$ cat src/rtl/dir_home_pkg.sv
// Shared encodings for the home directory controller.
// Assumes: request, message and state codes are 2 bits wide on every port.
package dir_home_pkg;
    typedef enum logic [1:0] {
        RQ_READ  = 2'd0,
        RQ_WRITE = 2'd1,
        RQ_WBACK = 2'd2
    } req_kind_e;

    typedef enum logic [1:0] {
        MS_DATA  = 2'd0,
        MS_INVAL = 2'd1,
        MS_FETCH = 2'd2
    } msg_kind_e;

    typedef enum logic [1:0] {
        DS_UNCACHED = 2'd0,
        DS_SHARED   = 2'd1,
        DS_EXCL     = 2'd2
    } dir_state_e;

    typedef enum logic [2:0] {
        PH_IDLE,
        PH_DECIDE,
        PH_INVAL,
        PH_FETCH,
        PH_WAIT,
        PH_REPLY
    } phase_e;
endpackage

$ cat src/rtl/dir_entry_store.sv
// Directory entry file: one state code and one holder vector per block.
// Assumes: a single write port and an asynchronous read port; a reset clears
// every entry to Uncached with no holders.
module dir_entry_store #(
    parameter int NODES = 4,
    parameter int NBLK  = 8,
    localparam int AW   = $clog2(NBLK)
) (
    input  logic             clk,
    input  logic             rst_n,
    input  logic [AW-1:0]    rd_addr,
    output logic [1:0]       rd_state,
    output logic [NODES-1:0] rd_holders,
    input  logic             wr_en,
    input  logic [AW-1:0]    wr_addr,
    input  logic [1:0]       wr_state,
    input  logic [NODES-1:0] wr_holders
);
    import dir_home_pkg::*;

    logic [NBLK-1:0][1:0]       st_all;
    logic [NBLK-1:0][NODES-1:0] hv_all;

    for (genvar b = 0; b < NBLK; b++) begin : g_blk
        logic [1:0]       st_q;
        logic [NODES-1:0] hv_q;

        // Update this block's entry when the write port selects it.
        always_ff @(posedge clk) begin
            if (!rst_n) begin
                st_q <= DS_UNCACHED;
                hv_q <= '0;
            end else if (wr_en && wr_addr == AW'(b)) begin
                st_q <= wr_state;
                hv_q <= wr_holders;
            end
        end

        assign st_all[b] = st_q;
        assign hv_all[b] = hv_q;
    end

    assign rd_state   = st_all[rd_addr];
    assign rd_holders = hv_all[rd_addr];
endmodule

$ cat src/rtl/dir_data_store.sv
// Home memory words, one per block, held in registers.
// Assumes: one write port, an asynchronous read port, and zero after reset.
module dir_data_store #(
    parameter int NBLK = 8,
    parameter int DW   = 16,
    localparam int AW  = $clog2(NBLK)
) (
    input  logic          clk,
    input  logic          rst_n,
    input  logic [AW-1:0] rd_addr,
    output logic [DW-1:0] rd_data,
    input  logic          wr_en,
    input  logic [AW-1:0] wr_addr,
    input  logic [DW-1:0] wr_data
);
    logic [NBLK-1:0][DW-1:0] word_all;

    for (genvar b = 0; b < NBLK; b++) begin : g_word
        logic [DW-1:0] word_q;

        // Store a new word when the write port selects this block.
        always_ff @(posedge clk) begin
            if (!rst_n)                            word_q <= '0;
            else if (wr_en && wr_addr == AW'(b))   word_q <= wr_data;
        end

        assign word_all[b] = word_q;
    end

    assign rd_data = word_all[rd_addr];
endmodule

$ cat src/rtl/dir_lowest_node.sv
// Picks the lowest-numbered node whose bit is set in a holder vector.
// Assumes: purely combinational; idx is zero when no bit is set.
module dir_lowest_node #(
    parameter int NODES = 4,
    localparam int IDW  = (NODES > 1) ? $clog2(NODES) : 1
) (
    input  logic [NODES-1:0] mask,
    output logic [IDW-1:0]   idx,
    output logic             any
);
    // Scan from the top so that the lowest set bit is the last assignment.
    always_comb begin
        idx = '0;
        any = 1'b0;
        for (int i = NODES - 1; i >= 0; i--) begin
            if (mask[i]) begin
                idx = IDW'(i);
                any = 1'b1;
            end
        end
    end
endmodule

$ cat src/rtl/dir_home_ctrl.sv
// Home-node directory controller. It takes one coherence request at a time,
// sends invalidates or a fetch only to the recorded holders, then replies
// with data and commits the new directory entry.
// Assumes: messages are delivered in order, so invalidates are not
// acknowledged; the owner answers every fetch on the response port.
module dir_home_ctrl #(
    parameter int NODES = 4,
    parameter int NBLK  = 8,
    parameter int DW    = 16,
    localparam int IDW  = (NODES > 1) ? $clog2(NODES) : 1,
    localparam int AW   = $clog2(NBLK)
) (
    input  logic           clk,
    input  logic           rst_n,
    input  logic           req_valid,
    output logic           req_ready,
    input  logic [1:0]     req_kind,
    input  logic [IDW-1:0] req_src,
    input  logic [AW-1:0]  req_addr,
    input  logic [DW-1:0]  req_data,
    output logic           msg_valid,
    input  logic           msg_ready,
    output logic [1:0]     msg_kind,
    output logic [IDW-1:0] msg_dst,
    output logic [AW-1:0]  msg_addr,
    output logic [DW-1:0]  msg_data,
    input  logic           rsp_valid,
    output logic           rsp_ready,
    input  logic [DW-1:0]  rsp_data
);
    import dir_home_pkg::*;

    localparam logic [NODES-1:0] ONE = NODES'(1);

    phase_e           phase_q;
    logic [1:0]       kind_q;
    logic [IDW-1:0]   src_q;
    logic [AW-1:0]    addr_q;
    logic [DW-1:0]    wdata_q;
    logic [DW-1:0]    data_q;
    logic [1:0]       cur_st_q;
    logic [NODES-1:0] cur_hv_q;
    logic [NODES-1:0] pend_q;
    logic [1:0]       new_st_q;
    logic [NODES-1:0] new_hv_q;

    logic [AW-1:0]    look_addr;
    logic [1:0]       ent_st;
    logic [NODES-1:0] ent_hv;
    logic [DW-1:0]    mem_word;
    logic             ent_we;
    logic [1:0]       ent_wst;
    logic [NODES-1:0] ent_whv;
    logic             mem_we;
    logic [DW-1:0]    mem_wdata;
    logic [IDW-1:0]   pick_idx;
    logic             pick_any;
    logic [NODES-1:0] src_bit;
    logic [NODES-1:0] pick_bit;
    logic             wb_ok;

    assign look_addr = (phase_q == PH_IDLE) ? req_addr : addr_q;
    assign src_bit   = ONE << src_q;
    assign pick_bit  = ONE << pick_idx;
    assign wb_ok     = (kind_q == RQ_WBACK) && (cur_st_q == DS_EXCL) && cur_hv_q[src_q];

    dir_entry_store #(.NODES(NODES), .NBLK(NBLK)) u_entries (
        .clk        (clk),
        .rst_n      (rst_n),
        .rd_addr    (look_addr),
        .rd_state   (ent_st),
        .rd_holders (ent_hv),
        .wr_en      (ent_we),
        .wr_addr    (addr_q),
        .wr_state   (ent_wst),
        .wr_holders (ent_whv)
    );

    dir_data_store #(.NBLK(NBLK), .DW(DW)) u_words (
        .clk     (clk),
        .rst_n   (rst_n),
        .rd_addr (look_addr),
        .rd_data (mem_word),
        .wr_en   (mem_we),
        .wr_addr (addr_q),
        .wr_data (mem_wdata)
    );

    dir_lowest_node #(.NODES(NODES)) u_pick (
        .mask (pend_q),
        .idx  (pick_idx),
        .any  (pick_any)
    );

    // Commit the directory entry on an accepted owner writeback or at the reply.
    always_comb begin
        ent_we  = 1'b0;
        ent_wst = new_st_q;
        ent_whv = new_hv_q;
        if (phase_q == PH_DECIDE && wb_ok) begin
            ent_we  = 1'b1;
            ent_wst = DS_UNCACHED;
            ent_whv = '0;
        end else if (phase_q == PH_REPLY && msg_ready) begin
            ent_we  = 1'b1;
        end
    end

    // Update memory from an owner writeback or from data returned by a fetch.
    always_comb begin
        mem_we    = 1'b0;
        mem_wdata = rsp_data;
        if (phase_q == PH_DECIDE && wb_ok) begin
            mem_we    = 1'b1;
            mem_wdata = wdata_q;
        end else if (phase_q == PH_WAIT && rsp_valid) begin
            mem_we    = 1'b1;
        end
    end

    // Drive the outgoing message from the current phase.
    always_comb begin
        msg_valid = 1'b0;
        msg_kind  = MS_DATA;
        msg_dst   = pick_idx;
        msg_addr  = addr_q;
        msg_data  = '0;
        case (phase_q)
            PH_INVAL: begin
                msg_valid = pick_any;
                msg_kind  = MS_INVAL;
            end
            PH_FETCH: begin
                msg_valid = 1'b1;
                msg_kind  = MS_FETCH;
            end
            PH_REPLY: begin
                msg_valid = 1'b1;
                msg_kind  = MS_DATA;
                msg_dst   = src_q;
                msg_data  = data_q;
            end
            default: ;
        endcase
    end

    assign req_ready = (phase_q == PH_IDLE);
    assign rsp_ready = (phase_q == PH_WAIT);

    // Sequence one transaction: capture, decide, invalidate or fetch, reply.
    always_ff @(posedge clk) begin
        if (!rst_n) begin
            phase_q  <= PH_IDLE;
            kind_q   <= RQ_READ;
            src_q    <= '0;
            addr_q   <= '0;
            wdata_q  <= '0;
            data_q   <= '0;
            cur_st_q <= DS_UNCACHED;
            cur_hv_q <= '0;
            pend_q   <= '0;
            new_st_q <= DS_UNCACHED;
            new_hv_q <= '0;
        end else begin
            case (phase_q)
                PH_IDLE: begin
                    if (req_valid) begin
                        kind_q   <= req_kind;
                        src_q    <= req_src;
                        addr_q   <= req_addr;
                        wdata_q  <= req_data;
                        data_q   <= mem_word;
                        cur_st_q <= ent_st;
                        cur_hv_q <= ent_hv;
                        phase_q  <= PH_DECIDE;
                    end
                end
                PH_DECIDE: begin
                    case (kind_q)
                        RQ_READ: begin
                            new_st_q <= DS_SHARED;
                            new_hv_q <= cur_hv_q | src_bit;
                            if (cur_st_q == DS_EXCL) begin
                                pend_q  <= cur_hv_q;
                                phase_q <= PH_FETCH;
                            end else begin
                                phase_q <= PH_REPLY;
                            end
                        end
                        RQ_WRITE: begin
                            new_st_q <= DS_EXCL;
                            new_hv_q <= src_bit;
                            if (cur_st_q == DS_EXCL) begin
                                pend_q  <= cur_hv_q;
                                phase_q <= PH_FETCH;
                            end else if (cur_st_q == DS_SHARED && (cur_hv_q & ~src_bit) != '0) begin
                                pend_q  <= cur_hv_q & ~src_bit;
                                phase_q <= PH_INVAL;
                            end else begin
                                phase_q <= PH_REPLY;
                            end
                        end
                        default: phase_q <= PH_IDLE;
                    endcase
                end
                PH_INVAL: begin
                    if (msg_ready) begin
                        pend_q <= pend_q & ~pick_bit;
                        if ((pend_q & ~pick_bit) == '0) phase_q <= PH_REPLY;
                    end
                end
                PH_FETCH: begin
                    if (msg_ready) phase_q <= PH_WAIT;
                end
                PH_WAIT: begin
                    if (rsp_valid) begin
                        data_q  <= rsp_data;
                        phase_q <= PH_REPLY;
                    end
                end
                PH_REPLY: begin
                    if (msg_ready) phase_q <= PH_IDLE;
                end
                default: phase_q <= PH_IDLE;
            endcase
        end
    end
endmodule

$ cat config.mk
export PLATFORM = sky130hd
export DESIGN_NAME = dir_home_ctrl
export DESIGN_NICKNAME = d
export VERILOG_FILES = /design/src/rtl/dir_home_pkg.sv /design/src/rtl/dir_entry_store.sv /design/src/rtl/dir_data_store.sv /design/src/rtl/dir_lowest_node.sv /design/src/rtl/dir_home_ctrl.sv
export SDC_FILE = /design/constraint.sdc
export NUM_CORES = 1
export LEC_CHECK = 0
export ABC_AREA = 1
export BUFFER_PORTS_ARGS = -buffer_cell sky130_fd_sc_hd__buf_2
export CAP_MARGIN = 0
export CORE_MARGIN = 3
export CORE_UTILIZATION = 62
export CTS_BUF_LIST = sky130_fd_sc_hd__clkbuf_2
export DETAILED_ROUTE_END_ITERATION = 6
export PLACE_DENSITY = 0.81
export RECOVER_POWER = 25
export SYNTH_ARGS = -nofsm -noshare
export SYNTH_HDL_FRONTEND = slang
export SYNTH_HIERARCHICAL = 1
export SYNTH_SLANG_ARGS = --single-unit
$ cat constraint.sdc
create_clock -name clk -period 3.1 [get_ports clk]
set_input_delay 0.31 -clock clk [delete_from_list [all_inputs] [get_ports clk]]
set_output_delay 0.31 -clock clk [all_outputs]
set_load 0.01 [all_outputs]
# Word level (Yosys, flattened, before mapping)

Cells that the tools add are included.
W data, S select, Z words.

Register bits after elaboration: 234
Input bits: 44

Multiplexer cells: 50
Reductions and logical operators: 36
Bitwise operators: 5
Order comparisons: 2
Equal/unequal tests: 25
Shifts and indexed selects: 2

Operators with widths:

| operator              | number |
|---|---|
| $mux W16              | 5 |
| $bmux W16 S3          | 1 |
| $pmux W16 S2          | 1 |
| $mux W3               | 10 |
| $mux W4               | 6 |
| $pmux W4 S2           | 3 |
| $logic_and A1 B1 Y1   | 22 |
| $eq A3 B3 Y1 const B  | 6 |
| $pmux W3 S6           | 1 |
| $mux W2               | 7 |
| $bmux W4 S3           | 1 |
| $eq A3 B2 Y1 const B  | 4 |
| $ne A2 B2 Y1 const B  | 6 |
| $mux W1               | 9 |
| $and A4 B4 Y4         | 2 |
| $not A4 Y4            | 2 |
| $pmux W2 S2           | 2 |
| $shl A1 B2 Y4 const A | 2 |
| $bmux W2 S3           | 1 |
| $eq A3 B1 Y1 const B  | 2 |
| $logic_not A3 Y1      | 2 |
| $pmux W3 S2           | 1 |
| $reduce_and A6 Y1     | 1 |
| $reduce_bool A2 Y1    | 3 |
| 17 further kinds      | 20 |

# Longest topological paths before layout

Gate-level depths: netlist of the first run.

Depth in word-level cells: 11
Depth in mapped cells: 16

# Cells and area by module

The synthesis of the first run kept the hierarchy.

Modules (own cells, without submodules):

| module          | times used | sequential area each (sq um) | cells an instance | area each (sq um) |
|---|---|---|---|---|
| dir_data_store  | 1          | 2562.5                       | 995               | 6155.9 |
| dir_home_ctrl   | 1          | 1161.1                       | 450               | 2892.8 |
| dir_entry_store | 1          | 960.9                        | 384               | 2377.3 |
| dir_lowest_node | 1          | 0.0                          | 8                 | 36.3 |

# Worst setup path before layout of the first run

OpenSTA, ideal clock, no wires.

Path type: register to register
From: register phase_q[2]
To: register data_q[10]
Stages on the path, launching flop included: 13
Buffers on the path: 3
Data arrival time: 2101 ps
Setup slack: 874 ps
Data required time: 2975 ps
Library setup time: 125 ps
Cell sequence: dfxtp_1 -> inv_1 -> nand2_1 -> nor2_1 -> buf_2 -> o21ai_0 -> clkbuf_1 -> inv_1 -> clkbuf_1 -> nand2_1 -> nand2_1 -> nand2_1 -> a31oi_1

Word-level cells in the longest chain between the ends: 6
Elaborated cells on any way between the ends: 11

Ends and longest elaborated chain:

| element                        | RTL line             | text |
|---|---|---|
| from (decl)                    | dir_home_ctrl.sv:35  | `phase_e phase_q;` |
| from (signal assigned)         | dir_home_ctrl.sv:153 | `phase_q <= PH_IDLE;` |
| from (signal assigned)         | dir_home_ctrl.sv:175 | `phase_q <= PH_DECIDE;` |
| from (signal assigned)         | dir_home_ctrl.sv:185 | `phase_q <= PH_FETCH;` |
| $logic_not A3 Y1               | -                    |  |
| via req_ready                  | dir_home_ctrl.sv:16  | `output logic req_ready,` |
| $mux W3                        | dir_home_ctrl.sv:62  | `assign look_addr = (phase_q == PH_IDLE) ? req_addr : addr_q;` |
| via look_addr[2]               | dir_home_ctrl.sv:47  | `logic [AW-1:0] look_addr;` |
| $bmux W16 S3                   | dir_data_store.sv:30 | `assign rd_data = word_all[rd_addr];` |
| $mux W16 (implied by the code) | dir_data_store.sv:30 |  |
| via mem_word[10]               | dir_home_ctrl.sv:50  | `logic [DW-1:0] mem_word;` |
| $mux W16                       | dir_home_ctrl.sv:167 | `if (req_valid) begin` |
| $pmux W16 S2                   | dir_home_ctrl.sv:165 | `case (phase_q)` |
| to (signal assigned)           | dir_home_ctrl.sv:172 | `data_q <= mem_word;` |
| to (signal assigned)           | dir_home_ctrl.sv:217 | `data_q <= rsp_data;` |
| to (decl)                      | dir_home_ctrl.sv:40  | `logic [DW-1:0] data_q;` |

The timed path passes the listed nets, and every way through them passes these cells. The select of a mux whose other input is x is not followed.
A chain may end at the register's enable or synchronous reset.

# Worst setup path in the final report of the first run

From: register phase_q[1]
To: register data_q[0]

Word-level cells in the longest chain between the ends: 6
Elaborated cells on any way between the ends: 11

Ends and longest elaborated chain:

| element                        | RTL line |
|---|---|
| $logic_not A3 Y1               | dir_home_ctrl.sv:62 |
| $mux W3                        | dir_home_ctrl.sv:62 |
| via look_addr[0]               | dir_home_ctrl.sv:47 |
| $bmux W16 S3                   | dir_data_store.sv:30 |
| $mux W16 (implied by the code) | dir_data_store.sv:30 |
| via mem_word[0]                | dir_home_ctrl.sv:50 |
| $mux W16                       | dir_home_ctrl.sv:167 |
| $pmux W16 S2                   | dir_home_ctrl.sv:165 |

The timed path passes the listed nets, and every way through them passes these cells. The select of a mux whose other input is x is not followed.

==> flow_summary.toml, run 1 <==
[outcome]
outcome = "finished clean"

[die]
die_y_microns = 142.0
initial_core_util_pct = 63.38
die_area_sq_um = 20160
die_w_microns = 142.0
coreArea_sq_um = 18090
ios = 70
num_rows = 49

[yosys]
syn-num-nets = 1881
netlist.area_leader.share_pct = 40.87
ys_ff_latch = 234
synth_top_area_cell = "dfxtp_1"
synth-seq-area-share_pct = 40.87
ys_top_cells_by_area = "dfxtp_1 41%, nand2_1 13%, nor2_1 13%"
postSynthAreaPerCell_sq_um = 6.240
netlist_area_sq_um = 11460
syn_inst = 1837
yosysWarnings = 6
synth.distinct_cells = 26

[placement]
port_buffers = 69
dp_hpwl_microns = 20640
pre_cts_slack_ns = 0.5596
placedCellCount = 2071
gp_congestion = 0.8999

[timing]
slew_violations = 0
rsz0062_at_grt = "false"
fmax_mhz = 346.1
period_share_pct = 93.22
tightest_slew_ns = 1.246
setup_tns_ns = 0
hold_slack_ns = 0.3347
worst_slack_ns = 0.2103
finalCriticalPeriod_ns = 2.890
finClkSkew_ns = 0.04652
hold_viol = 0
finalSetupViolations = 0
slew-limit-headroom_pct = 16.03

[detailed_routing]
drcViolationCount = 0
vias = 11730
drt-vias-per-instance = 5.293
drt_iter0_drc = 1252
wirelength_microns = 32630
routedWlPerCell_microns = 14.72
first_pass_iters = 5
ant_nets = 0

[global_routing]
overflow = 0
grt_first_pass_wirelength_microns = 52650
antenna_found_initial = 1
grt_pass1_vias = 10650
track_usage_pct = 31.69
grt_max_degree = 113

[power]
power_density_nw_per_um2 = 778.7
leakage_nw = 5.705
p_total_mw = 10.00
comb_power_share_pct = 44.4
peakVddDrop_mv = 0.5185
switching_power_mw = 4.534
p_int_mw = 5.471
power_frac_clock_pct = 19.5
p_seq_share_pct = 36.2
switching_share_pct = 45.32

[cts]
clock_sinks = 234
cts_root_buf = "clkbuf_2"
worstSkewPairLatency_ns = 0.85
path_clk_slew_ns = 0.10
cts_setup_buffers = 0
htree_levels = 2
clock_path_buffers = 3
cts_tree = "built"
cts_buffers = 59

[worst_setup_path]
critical_path_arrival_ns = 3.60
start_kind = "register"
crit_fanout = 34
critPathRequiredTime_ns = 3.81
worstSetupEndpointType = "register"
crit_type = "register to register"

[final_layout]
area_growth_pct = 12.09
final_nets = 1998
nFillCells = 1584
regArea_sq_um = 4684
fin_cells = 2217
drive_gt1_share_pct = 10.47
multi_input_comb_area_sq_um = 5315

[job]
maxCapViolCount = 0

[hold_path]
hold_class = "input pin to register"
-- flip-flops by register name (all words and copies together) (netlist names), 3 cells and up --
| name | cells |
|---|---|
| u_entries/g_blk.st_q | 16 |
| msg_addr | 3 |
| data_q | 16 |
| u_entries/g_blk.hv_q | 32 |
| cur_hv_q | 4 |
| phase_q | 3 |
| u_words/g_word.word_q | 128 |
| new_hv_q | 4 |
| pend_q | 4 |
| wdata_q | 16 |
-- cell type report --
cell class / instances / share of cell area [%]
Antenna cell: 1 / 0.01948
Clock buffer: 87 / 3.389
Clock inverter: 7 / 0.2045
Inverter: 276 / 8.160
Multi-Input combinational cell: 1239 / 41.37
Sequential cell: 234 / 36.46
Tap cell: 229 / 2.230
Timing Repair Buffer: 144 / 8.170
-- critical path: stages, from the launching register on --
cell and delay, ns:
dfxtp_1 0.36, inv_1 0.12, nand2_1 0.09, nor2_1 0.13, buf_4 0.22, o21ai_4 0.09, inv_4 0.30, buf_12 0.26
nand2_1 0.08, nand3_1 0.06, nand2_1 0.10, nand2_1 0.07, nand2_1 0.06, nand2_1 0.07, a31oi_1 0.09, dlygate4sd3_1 0.62
-- per-layer routing --
metal  vias up  global-route usage [%]  wire [microns]
li1       5897                       -               -
met1      5315                   43.60           14680
met2       465                   49.80           14690
met3        57                   6.653            2554
met4         0                   11.06             704
met5         -                       0               0
-- worst paths after layout --
check	from	to	slack, ns	cells after the start
worst max-delay path	phase_q[1]	data_q[0]	0.21	15
worst min-delay path	req_data[10]	wdata_q[10]	0.33	4
worst max register to register	phase_q[1]	data_q[0]	0.21	15
worst min register to register	wdata_q[15]	wdata_q[15]	0.46	2
-- power by group through the flow --
stage	Sequential, mW	Clock [mW]	Combinational (mW)
after floorplan	3.61	0	3.10
after detailed placement	3.68	0	4.22
after global placement	3.66	0	4.15
final	3.62	1.95	4.44
after CTS	3.61	1.98	4.33
after global routing	3.66	2.15	4.94
-- cells in the final DEF, fill, tap and decap left out, types with 4 or more instances in the layout --
| cell | synthesis | final |
|---|---|---|
| buf_2 | 29 | 49 |
| o21ai_0 | 243 | 240 |
| clkbuf_1 | 47 | 19 |
| clkinv_1 | 1 | 5 |
| a31oi_1 | 20 | 20 |
| inv_1 | 256 | 256 |
| nand2_1 | 399 | 400 |
| clkbuf_2 | 1 | 88 |
| nand2_2 | 16 | 15 |
| dlygate4sd3_1 | 0 | 51 |
| nor2_1 | 399 | 399 |
| clkinv_2 | 8 | 7 |
| inv_2 | 11 | 13 |
| nand3_1 | 100 | 100 |
| a21oi_1 | 43 | 43 |
| buf_4 | 4 | 21 |
| nor2_4 | 4 | 4 |
| dfxtp_1 | 234 | 234 |
| o21ai_1 | 8 | 8 |
-- what timing repair did --
item                                    4_1_cts  5_1_grt
endpoints found under the setup margin        0        4
gates resized for setup                       0        3
endpoints found under the hold margin        87        0
hold buffers                                 51        0
-- Yosys cell counts, drive strengths merged --
| cell type | number |
|---|---|
| a211oi | 1 |
| buf | 40 |
| nor4 | 1 |
| clkinv | 9 |
| a31oi | 20 |
| nand2 | 415 |
| inv | 267 |
| nor2 | 404 |
| o2111ai | 1 |
| dfxtp | 234 |
| a21oi | 44 |
| clkbuf | 48 |
| nand3 | 100 |
| o21ai | 251 |
| nor3 | 2 |
-- per-stage QoR --
step,instance area [sq um],util (%)
floorplan,11460,-
global placement,11900,65.80
detailed placement,11900,65.80
CTS,12870,71.18
global route,12850,71.04
finish,12850,71.04
-- cells by family after synthesis --
logic type / count (synthesis) / share of synthesized area, %
compound gates: 317 / 14.15
buf+inv: 364 / 12.92
flops: 234 / 40.87
simple gates: 922 / 32.06
(Power assumes the default switching activity.)
==> run 2, diff against run 1 <==
Settings changed: CTS_CLUSTER_SIZE set to 14, PLACE_DENSITY 0.81 to not set, PLACE_DENSITY_LB_ADDON set to 0.1.
==> flow_summary.toml, run 2 (synthesis gave the netlist of run 1 again) <==
[outcome]
outcome = "finished clean"

[global_routing]
track_usage_pct = 32.43
grt_pass1_vias = 10500
overflow = 0
grt_max_degree = 104
antenna_found_initial = 1
grt_first_pass_wirelength_microns = 53430

[worst_setup_path]
crit_type = "register to register"
crit_fanout = 16
start_kind = "register"
worstSetupEndpointType = "register"
critPathRequiredTime_ns = 3.80
critical_path_arrival_ns = 3.53

[job]
maxCapViolCount = 0

[timing]
finClkSkew_ns = 0.05937
slew-limit-headroom_pct = 13.29
finalCriticalPeriod_ns = 2.832
finalSetupViolations = 0
period_share_pct = 91.35
fmax_mhz = 353.1
tightest_slew_ns = 1.287
hold_viol = 0
setup_tns_ns = 0
slew_violations = 0
rsz0062_at_grt = "false"

[die]
ios = 70
initial_core_util_pct = 63.38
die_w_microns = 142.0
die_y_microns = 142.0
coreArea_sq_um = 18090
die_area_sq_um = 20160
num_rows = 49

[final_layout]
mostFrequentLayoutCells = "401 x nand2_1, 400 x nor2_1, 257 x inv_1"
postLayoutCellArea_sq_um = 12870
largestRegisters = "u_words/g_word.word_q x128, u_entries/g_blk.hv_q x32"
fin_cells = 2226
layout_commonest_cell = "nand2_1"
final_util_pct = 71.14
largest_reg_flops = 128
final_nets = 2000
top_register = "u_words/g_word.word_q"
area_growth_pct = 12.25
drive_gt1_share_pct = 10.22

[power]
peakVddDrop_mv = 0.4147
leakage_nw = 5.711
p_total_mw = 10.02
power_density_nw_per_um2 = 779.0

[detailed_routing]
drcViolationCount = 0
first_pass_iters = 7
drt_iter0_drc = 1320
wirelength_microns = 33610
routedWlPerCell_microns = 15.10
drt-vias-per-instance = 5.343
vias = 11890
ant_nets = 0

[cts]
clock_path_buffers = 3
cts_tree = "built"
clock_sinks = 234
worstSkewPairLatency_ns = 0.86
cts_root_buf = "clkbuf_2"
cts_buffers = 59
path_clk_slew_ns = 0.11
htree_levels = 2
cts_resized = 0

[placement]
dp_hpwl_microns = 21510
gp_congestion = 0.8890
port_buffers = 69
placedCellCount = 2073
dpl_cell_area_sq_um = 11890

[hold_path]
hold_class = "input pin to register"
run 2: path summary, 6_finish.rpt:
check               startpoint           to  slack [ns]  cells after the start
setup reg to reg    phase_q[2]    data_q[1]        0.27                     11
hold reg to reg     wdata_q[6]   wdata_q[6]        0.46                      2
setup / recovery    phase_q[2]    data_q[1]        0.27                     11
hold / removal    req_data[10]  wdata_q[10]        0.29                      4
run 2: timing repair:
| item | CTS | global route |
|---|---|---|
| endpoints found under the hold margin | 70 | 0 |
| hold buffers | 51 | 0 |
| buffers inserted | 0 | 0 |
run 2: area by class of cell:
| cell class | count | area, sq um |
|---|---|---|
| fillers | 1661 | 5220 |
| repair buffers | 146 | 1032 |
| flip-flops and latches | 234 | 4684 |
| well taps | 229 | 286.5 |
| inverters | 276 | 1046 |
| diodes | 1 | 2.502 |
| multi-input cells | 1239 | 5295 |
| clock inverters | 11 | 68.82 |
| clock buffers | 90 | 450.4 |
run 2: power breakdown:
part	total (mW)	switching, mW	internal, mW
clock network	2.06	1.22	0.842
registers	3.65	0.277	3.37
logic	4.32	3.02	1.29
run 2: layer usage:
| metal | track usage (%) | vias up | wire, microns |
|---|---|---|---|
| li1 | - | 5913 | - |
| met1 | 46.67 | 5328 | 15080 |
| met2 | 48.73 | 565 | 14450 |
| met3 | 6.183 | 88 | 3180 |
| met4 | 11.92 | 0 | 896 |
| met5 | 0 | - | 0 |
run 2: metrics by stage:
step / worst slack [ns] / hold WS (ns)
after floorplan: 0.8739 / 0.4245
after global placement: 0.4317 / 0.4375
after detailed placement: 0.3458 / 0.4446
after CTS: 0.3222 / 0.2328
after global routing: 0.07148 / 0.2581
final: 0.2681 / 0.2894
run 2: critical path, stage by stage (launching register included):
cell and delay, ns:
dfxtp_1 0.37, inv_1 0.11, nand2_1 0.08, nor2_1 0.51
buf_4 0.27, nand2_1 0.05, o21ai_1 0.36, inv_1 0.52
nand2_1 0.18, nand2_1 0.09, nand2_1 0.08, a31oi_1 0.08
